File: src/rtl/tu_pkg.sv
package tu_pkg;

    typedef enum logic [3:0] {
        ST_IDLE  = 4'd0,
        ST_STEP  = 4'd1,
        ST_DSYM  = 4'd2,
        ST_DFRAC = 4'd3,
        ST_JUDGE = 4'd4,
        ST_DF1   = 4'd5,
        ST_DF2   = 4'd6,
        ST_DF3   = 4'd7
    } tu_state_e;

endpackage

File: src/rtl/tu_restoring_div.sv
module tu_restoring_div #(
    parameter int W = 32
) (
    input  logic         clk,
    input  logic         rst_n,
    input  logic         start_i,
    input  logic [W-1:0] dividend_i,
    input  logic [W-1:0] divisor_i,
    output logic         done_o,
    output logic [W-1:0] quo_o,
    output logic [W-1:0] rem_o
);
    localparam int CNT_W = $clog2(W + 1);

    typedef struct packed {
        logic             run;
        logic             done;
        logic [CNT_W-1:0] cnt;
        logic [W-1:0]     quo;
        logic [W-1:0]     rem;
        logic [W-1:0]     dvs;
    } div_regs_t;

    div_regs_t q, d;
    logic [W:0] shifted;
    logic [W:0] diff;

    always_comb begin
        d       = q;
        d.done  = 1'b0;
        shifted = {q.rem, q.quo[W-1]};
        diff    = shifted - {1'b0, q.dvs};
        if (start_i) begin
            d.run = 1'b1;
            d.cnt = CNT_W'(W);
            d.quo = dividend_i;
            d.rem = '0;
            d.dvs = divisor_i;
        end else if (q.run) begin
            if (!diff[W]) begin
                d.rem = diff[W-1:0];
            end else begin
                d.rem = shifted[W-1:0];
            end
            d.quo = {q.quo[W-2:0], ~diff[W]};
            d.cnt = q.cnt - CNT_W'(1);
            if (q.cnt == CNT_W'(1)) begin
                d.run  = 1'b0;
                d.done = 1'b1;
            end
        end
    end

    always_ff @(posedge clk or negedge rst_n) begin
        if (!rst_n) q <= '0;
        else        q <= d;
    end

    assign done_o = q.done;
    assign quo_o  = q.quo;
    assign rem_o  = q.rem;
endmodule

File: src/rtl/tu_candidate_judge.sv
module tu_candidate_judge #(
    parameter int SIZE_W  = 8,
    parameter int DIV_W   = 32,
    parameter int MIN_GAP = 4,
    parameter int FRAC_LO = 100,
    parameter int FRAC_HI = 850
) (
    input  logic [SIZE_W-1:0] size_i,
    input  logic [DIV_W-1:0]  cnt_i,
    input  logic [DIV_W-1:0]  frac_i,
    output logic              ok_o
);
    logic cnt_big, gap_ok, frac_ok;

    always_comb begin
        cnt_big = cnt_i > DIV_W'(1);
        gap_ok  = (cnt_i + DIV_W'(MIN_GAP)) <= DIV_W'(size_i);
        frac_ok = (frac_i >= DIV_W'(FRAC_LO)) && (frac_i <= DIV_W'(FRAC_HI));
        ok_o    = cnt_big && gap_ok && frac_ok;
    end
endmodule

File: src/rtl/tu_size_search.sv
module tu_size_search
    import tu_pkg::*;
#(
    parameter int PCLK_W   = 20,
    parameter int RATE_W   = 10,
    parameter int LANE_W   = 3,
    parameter int DEPTH_W  = 5,
    parameter int DIV_W    = 32,
    parameter int SIZE_W   = 8,
    parameter int TU_BASE  = 32,
    parameter int TU_STEP  = 2,
    parameter int TU_MAX   = 64,
    parameter int MIN_GAP  = 4,
    parameter int FRAC_LO  = 100,
    parameter int FRAC_HI  = 850,
    parameter int FRAC_DIV = 1000,
    parameter int FIFO_W   = 16
) (
    input  logic               clk,
    input  logic               rst_n,
    input  logic               start_i,
    input  logic [PCLK_W-1:0]  pclk_khz_i,
    input  logic [DEPTH_W-1:0] depth_i,
    input  logic               half_chroma_i,
    input  logic [LANE_W-1:0]  lanes_i,
    input  logic [RATE_W-1:0]  rate_mhz_i,
    output logic               busy_o,
    output logic               done_o,
    output logic               error_o,
    output logic [15:0]        framer_o,
    output logic [FIFO_W-1:0]  fifo_o
);
    localparam int BPP_W      = DEPTH_W + 2;
    localparam int CNT_FLD_W  = 8;
    localparam int SIZE_FLD_W = 7;
    localparam int FRAMER_W   = 1 + SIZE_FLD_W + CNT_FLD_W;
    localparam logic [DIV_W-1:0] ONE   = DIV_W'(1);
    localparam logic [DIV_W-1:0] TWO   = DIV_W'(2);
    localparam logic [DIV_W-1:0] K_DIV = DIV_W'(FRAC_DIV);

    typedef struct packed {
        tu_state_e            state;
        logic                 wait_div;
        logic [PCLK_W-1:0]    pclk;
        logic [BPP_W-1:0]     bpp;
        logic [LANE_W-1:0]    lanes;
        logic [RATE_W-1:0]    rate;
        logic [SIZE_W-1:0]    size;
        logic [DIV_W-1:0]     cnt;
        logic [DIV_W-1:0]     frac;
        logic [DIV_W-1:0]     tmp;
        logic                 done;
        logic                 err;
        logic [FRAMER_W-1:0]  framer;
        logic [FIFO_W-1:0]    fifo;
    } tu_regs_t;

    tu_regs_t q, d;

    logic             div_start;
    logic [DIV_W-1:0] div_dvd, div_dvs, div_quo, div_rem;
    logic             div_done;
    logic             cand_ok;
    logic [SIZE_W-1:0] size_next;

    // Operand selection for the single shared divider
    always_comb begin
        div_dvd = '0;
        div_dvs = ONE;
        unique case (q.state)
            ST_DSYM: begin
                div_dvd = DIV_W'(q.size) * DIV_W'(q.pclk) * DIV_W'(q.bpp);
                div_dvs = (DIV_W'(q.lanes) * DIV_W'(q.rate)) << 3;
            end
            ST_DFRAC: begin
                div_dvd = q.tmp;
                div_dvs = K_DIV;
            end
            ST_DF1: begin
                div_dvd = DIV_W'(q.pclk) * (q.cnt + ONE);
                div_dvs = K_DIV;
            end
            ST_DF2: begin
                div_dvd = q.tmp + DIV_W'(q.rate);
                div_dvs = DIV_W'(q.lanes) * DIV_W'(q.rate);
            end
            ST_DF3: begin
                div_dvd = (q.cnt + ONE) << 3;
                div_dvs = DIV_W'(q.bpp);
            end
            default: ;
        endcase
    end

    tu_restoring_div #(.W(DIV_W)) i_div (
        .clk        (clk),
        .rst_n      (rst_n),
        .start_i    (div_start),
        .dividend_i (div_dvd),
        .divisor_i  (div_dvs),
        .done_o     (div_done),
        .quo_o      (div_quo),
        .rem_o      (div_rem)
    );

    tu_candidate_judge #(
        .SIZE_W  (SIZE_W),
        .DIV_W   (DIV_W),
        .MIN_GAP (MIN_GAP),
        .FRAC_LO (FRAC_LO),
        .FRAC_HI (FRAC_HI)
    ) i_judge (
        .size_i (q.size),
        .cnt_i  (q.cnt),
        .frac_i (q.frac),
        .ok_o   (cand_ok)
    );

    assign size_next = q.size + SIZE_W'(TU_STEP);

    always_comb begin
        d         = q;
        div_start = 1'b0;
        unique case (q.state)
            ST_IDLE: begin
                if (start_i) begin
                    d.pclk   = pclk_khz_i;
                    d.lanes  = lanes_i;
                    d.rate   = rate_mhz_i;
                    d.bpp    = half_chroma_i ? BPP_W'({depth_i, 1'b0})
                                             : BPP_W'({depth_i, 1'b0}) + BPP_W'(depth_i);
                    d.size   = SIZE_W'(TU_BASE);
                    d.done   = 1'b0;
                    d.err    = 1'b0;
                    d.framer = '0;
                    d.fifo   = '0;
                    d.state  = ST_STEP;
                end
            end
            ST_STEP: begin
                d.size = size_next;
                if (size_next > SIZE_W'(TU_MAX)) begin
                    d.err   = 1'b1;
                    d.done  = 1'b1;
                    d.state = ST_IDLE;
                end else begin
                    d.state = ST_DSYM;
                end
            end
            ST_JUDGE: begin
                d.state = cand_ok ? ST_DF1 : ST_STEP;
            end
            default: begin
                // Every remaining state runs one division
                if (!q.wait_div) begin
                    div_start  = 1'b1;
                    d.wait_div = 1'b1;
                end else if (div_done) begin
                    d.wait_div = 1'b0;
                    unique case (q.state)
                        ST_DSYM: begin
                            d.tmp   = div_quo;
                            d.state = ST_DFRAC;
                        end
                        ST_DFRAC: begin
                            d.cnt   = div_quo;
                            d.frac  = div_rem;
                            d.state = ST_JUDGE;
                        end
                        ST_DF1: begin
                            d.tmp   = div_quo;
                            d.state = ST_DF2;
                        end
                        ST_DF2: begin
                            d.tmp   = div_quo;
                            d.state = ST_DF3;
                        end
                        default: begin
                            d.fifo   = FIFO_W'(div_quo - q.tmp + TWO);
                            d.framer = {1'b1, q.size[SIZE_FLD_W-1:0], q.cnt[CNT_FLD_W-1:0]};
                            d.done   = 1'b1;
                            d.state  = ST_IDLE;
                        end
                    endcase
                end
            end
        endcase
    end

    always_ff @(posedge clk or negedge rst_n) begin
        if (!rst_n) q <= '0;
        else        q <= d;
    end

    assign busy_o   = (q.state != ST_IDLE);
    assign done_o   = q.done;
    assign error_o  = q.err;
    assign framer_o = q.framer;
    assign fifo_o   = q.fifo;
endmodule

File: config.mk
export PLATFORM = sky130hd
export DESIGN_NAME = tu_size_search
export DESIGN_NICKNAME = d
export VERILOG_FILES = /design/src/rtl/tu_pkg.sv /design/src/rtl/tu_restoring_div.sv /design/src/rtl/tu_candidate_judge.sv /design/src/rtl/tu_size_search.sv
export SDC_FILE = /design/constraint.sdc
export NUM_CORES = 2
export LEC_CHECK = 0
export ABC_AREA = 1
export BUFFER_PORTS_ARGS = -buffer_cell sky130_fd_sc_hd__buf_2
export CAP_MARGIN = 10
export CORE_MARGIN = 2
export CORE_UTILIZATION = 33
export CTS_CLUSTER_DIAMETER = 40
export DETAILED_ROUTE_END_ITERATION = 10
export PLACE_DENSITY = 0.46
export REMOVE_ABC_BUFFERS = 1
export SLEW_MARGIN = 0
export SYNTH_ARGS = -nofsm -noshare
export SYNTH_HDL_FRONTEND = slang
export SYNTH_SLANG_ARGS = --single-unit
File: constraint.sdc
create_clock -name clk -period 9.2 [get_ports clk]
set_input_delay 1.38 -clock clk [delete_from_list [all_inputs] [get_ports clk]]
set_output_delay 1.38 -clock clk [all_outputs]
set_load 0.02 [all_outputs]
### After elaboration in Yosys (flattened, before gate mapping)

Index checks and enable logic that the tools add are counted.
W data, S select, Z words.

* flip-flop bits (word level): 287
* output and inout port bits: 35
* word-level logic and storage cells: 112

* $add $sub $neg: 9
* multiply operators: 4
* order comparisons: 5
* equal/unequal tests: 12
* muxes and demuxes: 32
* bitwise logic cells: 4
* reductions and logical operators: 26

Operators with widths (number)
* $pmux W32 S5: 1
* $mux W32: 4
* $mux W72: 1
* $mux W70: 1
* $pmux W16 S4: 1
* $pmux W32 S2: 1
* $mux W34: 1
* $sub A33 B32 Y33: 1
* $add A32 B1 Y32 const B: 1
* $add A32 B10 Y32: 1
* $add A32 B3 Y32 const B: 1
* $ge A32 B7 Y1 const B: 1
* $gt A32 B1 Y1 const B: 1
* $le A32 B10 Y1 const B: 1
* $le A32 B8 Y1: 1
* $mul A20 B32 Y32: 1
* $mul A28 B7 Y32: 1
* $mul A8 B20 Y28: 1
* $add A16 B2 Y16 const B: 1
* $eq A4 B3 Y1 const B: 4
* $pmux W8 S2: 1
* $sub A16 B16 Y16: 1
* $mul A3 B10 Y13: 1
* $pmux W3 S4: 1
* other kinds (34): 62

### Depth between registers and ports, before layout

* depth in word-level cells: 6
* mapped depth: 48

### Modules after synthesis

A second synthesis with hierarchy kept.

* cells, all modules: 6237
* area total of the unflattened synthesis: 44969.4 um^2

Modules (own cells, without submodules)
* tu_size_search: times used 1, cells an instance 4721, area each 35435.2 um^2, seq. area each 4529.3 um^2
* tu_restoring_div: times used 1, cells an instance 1190, area each 7966.4 um^2, seq. area each 2602.5 um^2
* tu_candidate_judge: times used 1, cells an instance 326, area each 1567.8 um^2, seq. area each 0.0 um^2

### Worst setup path after synthesis

OpenSTA, ideal clock, no wires.

* path kind: flip-flop to flip-flop
* start point: register q[160] in the netlist's numbering
* end point: register i_div.q, in the netlist i_div.quo_o[31]
* arrival: 8.764 ns
* data required time: 9.084 ns
* setup slack: 0.319 ns
* stages on the path, launching flop included: 48
* buffers on the path: 2
* clock period less this slack: 8.881 ns
* cell sequence: dfrtp_1 clkbuf_1 buf_1 nand2_1 fa_1 fa_1 inv_1 fa_1 inv_1 fa_1 inv_1 ha_1 nand2_1 a21oi_1 nor2_1 o21ai_0 a21oi_1 o21ai_0 [12 not listed] ha_1 nand2_1 nor2_1 nand2_1 nor4_1 nand2_1 o2111ai_1 inv_1 nand2_1 nand2_1 nor2_1 nor2_1 nand2_1 nand2_1 inv_1 nand2_1 nand2_1 nand2_1

* cells in the longest elaborated chain, start to end: 4
* elaborated cells between the ends (all ways): 5

RTL lines
* start: declaration: line tu_size_search.sv:58 `tu_regs_t q, d;`
* start signal: assignment: line tu_size_search.sv:191 `if (!rst_n) q <= '0;`
* start signal: assignment: line tu_size_search.sv:192 `else q <= d;`
* $mul A8 B20 Y28: line tu_size_search.sv:72 `div_dvd = DIV_W'(q.size) * DIV_W'(q.pclk) * DIV_W'(q.bpp);`
* $mul A28 B7 Y32: line tu_size_search.sv:72
* $pmux W32 S5 *: line tu_size_search.sv:70 `unique case (q.state)`
* $mux W70 *: line tu_restoring_div.sv:33 `if (start_i) begin`
* end signal: assignment: line tu_restoring_div.sv:55 `if (!rst_n) q <= '0;`
* end signal: assignment: line tu_restoring_div.sv:56 `else q <= d;`
* end: declaration: line tu_restoring_div.sv:24 `div_regs_t q, d;`

Mark *: on every way between the ends. The rest lies on a longest branch, timed or not.
A chain may end at the register's enable or synchronous reset.

### Worst setup path in the final report

* start point: register q[132] in the netlist's numbering
* end point: register i_div.q, in the netlist i_div.quo_o[25]

* cells in the longest elaborated chain, start to end: 4

RTL lines (line)
* $mul A8 B20 Y28: tu_size_search.sv:72
* $mul A28 B7 Y32: tu_size_search.sv:72
* $pmux W32 S5: tu_size_search.sv:70
* $mux W70: tu_restoring_div.sv:33

Every way passes these cells.

==> impl_metrics.py <==
metrics = {
    "outcome": {
        "status": "finished, final reports clean",
    },
    "placed_design": {
        "place.gp.congestion": 0.961,
        "dpl.hpwl_um": 124000,
        "place_ws_ns": -0.0845,
        "io_buffers": 76,
    },
    "grt": {
        "grt_pass1_wl_um": 234000,
        "gr-usage-all-layers_pct": 24.2,
        "grt_pass1_vias": 37232,
        "antenna_found_initial": 6,
        "grt_overflow": 0,
        "grt_max_degree": 137,
    },
    "setup_path": {
        "crit_top_cell": "inv_1",
        "worstPathRequired_ns": 9.67,
        "arrival_ns": 9.27,
        "crit_type": "flip-flop to flip-flop",
        "cpMaxStageDelayCell": "fa_1",
        "end_kind": "flip-flop",
        "critPathMaxFanout": 22,
        "worst_setup_path_start_kind": "flip-flop",
        "cp_slowest_stage_delay_ns": 0.55,
    },
    "detailed_routing": {
        "first_pass_iters": 6,
        "dr.first_iter.drc_count": 2736,
        "drc": 0,
        "vias": 36618,
        "vias_per_cell": 4.96,
        "routed_wl_um": 153000,
        "routedWlPerCell_um": 20.6,
        "drt.antenna.violating_nets": 0,
    },
    "finish": {
        "final_cell_mix": "nand2_1, inv_1, fa_1",
        "nNetsFinal": 6599,
        "multi_input_area_mm2": 0.0295,
        "regArea_mm2": 0.00674,
        "final_common_cell": "nand2_1",
        "postLayoutCoreUtil_pct": 38.2,
        "nFillCells": 13249,
        "drive_gt1_share_pct": 10.8,
        "area_growth_pct": 14.7,
    },
    "synth": {
        "ys_ff_latch": 269,
        "synthArstFlopShare_pct": 100,
        "synth-seq-area-share_pct": 16.3,
        "syn_avg_cell_area_um2": 7.45,
        "netlist_area_mm2": 0.0413,
        "synth-edff-count": 0,
        "synth_cell_types": 60,
        "synth_cells": 5538,
        "ys.flop_type": "dfrtp_1",
        "ys_warn_count": 0,
    },
    "floorplanning": {
        "io_pins": 77,
        "dieWidth_um": 358,
        "dieArea_mm2": 0.128,
        "initial_core_util_pct": 33.3,
        "coreArea_mm2": 0.124,
        "die_y_um": 358,
        "rows": 129,
    },
    "clock_tree": {
        "cts_tree": "done",
        "clkSlewWorstSetupHoldPaths_ns": 0.05,
        "clockRootBuffer": "clkbuf_16",
        "htreeDepth": 2,
        "cts_made_buffers": 57,
        "clock_sinks": 269,
        "clockBufferDepth": 3,
        "clock_latency_ns": 0.67,
        "holdBufCountCts": 0,
    },
    "sta": {
        "hold_viol": 0,
        "clock_skew_ns": 0.0423,
        "slew_headroom_pct": 23.8,
        "finalSetupViolations": 0,
        "drv_slew": 0,
        "rsz0062_at_grt": "yes",
        "period_minus_slack_ns": 8.80,
        "setup_slack_ns": 0.402,
        "worst_slew_pin_slew_ns": 1.14,
        "fin_crit_sh_pct": 95.6,
        "fmax_mhz": 114,
    },
    "min_path": {
        "hold_class": "flip-flop to flip-flop",
    },
    "job": {
        "maxCapViolations": 0,
    },
}
[area by class of cell]
cell class	count	area share (%)
antenna	2	0.0106
clock buffer	64	3.17
clock inverter	44	1.17
inverter	1226	9.75
multi-input combinational	3825	62.4
sequential	269	14.2
tap	1637	4.32
timing repair buffer	323	4.98
[metal layers]
layer | wire length (µm) | track usage, % | share of wire (%)
met5 | 27 | 0 | 0.018
met3 | 9170 | 3.28 | 6.0
met1 | 71800 | 35.2 | 47
met4 | 3670 | 5.68 | 2.4
met2 | 67900 | 38.1 | 45
[synth_stat cells (37+ instances only)]
master | instances | share of area [%]
ha_1 | 272 | 8.2
xor2_1 | 76 | 1.6
a21oi_1 | 231 | 2.8
o22ai_1 | 42 | 0.64
nor3_1 | 42 | 0.51
fa_1 | 583 | 28
clkbuf_1 | 168 | 1.5
nand2_1 | 1293 | 12
o21ai_0 | 331 | 4.0
or2_2 | 37 | 0.56
dfrtp_1 | 269 | 16
nand3_1 | 177 | 2.1
nor2_1 | 417 | 3.8
inv_1 | 1212 | 11
nand4_1 | 54 | 0.82
[cells by family after synthesis]
logic type      synth area share [%]
xor+xnor                        2.17
simple gates                    21.3
fa+ha+maj                       36.5
buf+inv                         13.5
flops                           16.3
compound gates                  10.2
other cells                   0.0182
[through the flow]
step / cell area, µm² / cells / TNS [ns] / hold WS [ns]
6_report: 47400 / 7390 / 0 / 0.476
2_1_floorplan: 40300 / 5320 / 0 / 0.445
3_3_place_gp: 44700 / 7269 / -0.112 / 0.459
5_1_grt: 47400 / 7388 / -0.381 / 0.492
3_5_place_dp: 44700 / 7269 / -0.0845 / 0.466
4_1_cts: 46700 / 7377 / 0 / 0.482
[state kept, by name, indices dropped and copies added, names as in the netlist]
name          flops
i_div.q          23
fifo_o           16
i_div.quo_o      32
error_o           1
i_div.done_o      1
i_div.rem_o      32
framer_o         16
q               147
done_o            1
[repair_timing]
item | in CTS | in global routing
buffers inserted | 0 | 11
gates resized for setup | 4 | 119
pin swaps | 0 | 38
endpoints found under the setup margin | 5 | 17
[path summary, 6_finish.rpt]
check | from | to | slack [ns] | cells after the start
min in group asynchronous | rst_n | q[86] | 0.68 | 1
worst min register to register | framer_o[8] | framer_o[8] | 0.48 | 2
worst min-delay path | framer_o[8] | framer_o[8] | 0.48 | 2
worst max register to register | q[132] | i_div.quo_o[25] | 0.40 | 40
worst max-delay path | q[132] | i_div.quo_o[25] | 0.40 | 40
max in group asynchronous | rst_n | q[164] | 7.15 | 2
[worst max-delay path: cells and delay by family, from the launching register on]
| family | cells | cell delay [ns] |
|---|---|---|
| adder cells (fa/ha/maj) | 10 | 4.74 |
| AO/OA/AOI/OAI | 9 | 1.38 |
| AND/OR/NAND/NOR | 6 | 0.54 |
| buffers and inverters | 14 | 1.34 |
| XOR/XNOR | 1 | 0.21 |
| flip-flops | 1 | 0.40 |
Power is not shown: default switching activity piles up to over one toggle a cycle in this logic, so the estimate is an artifact.
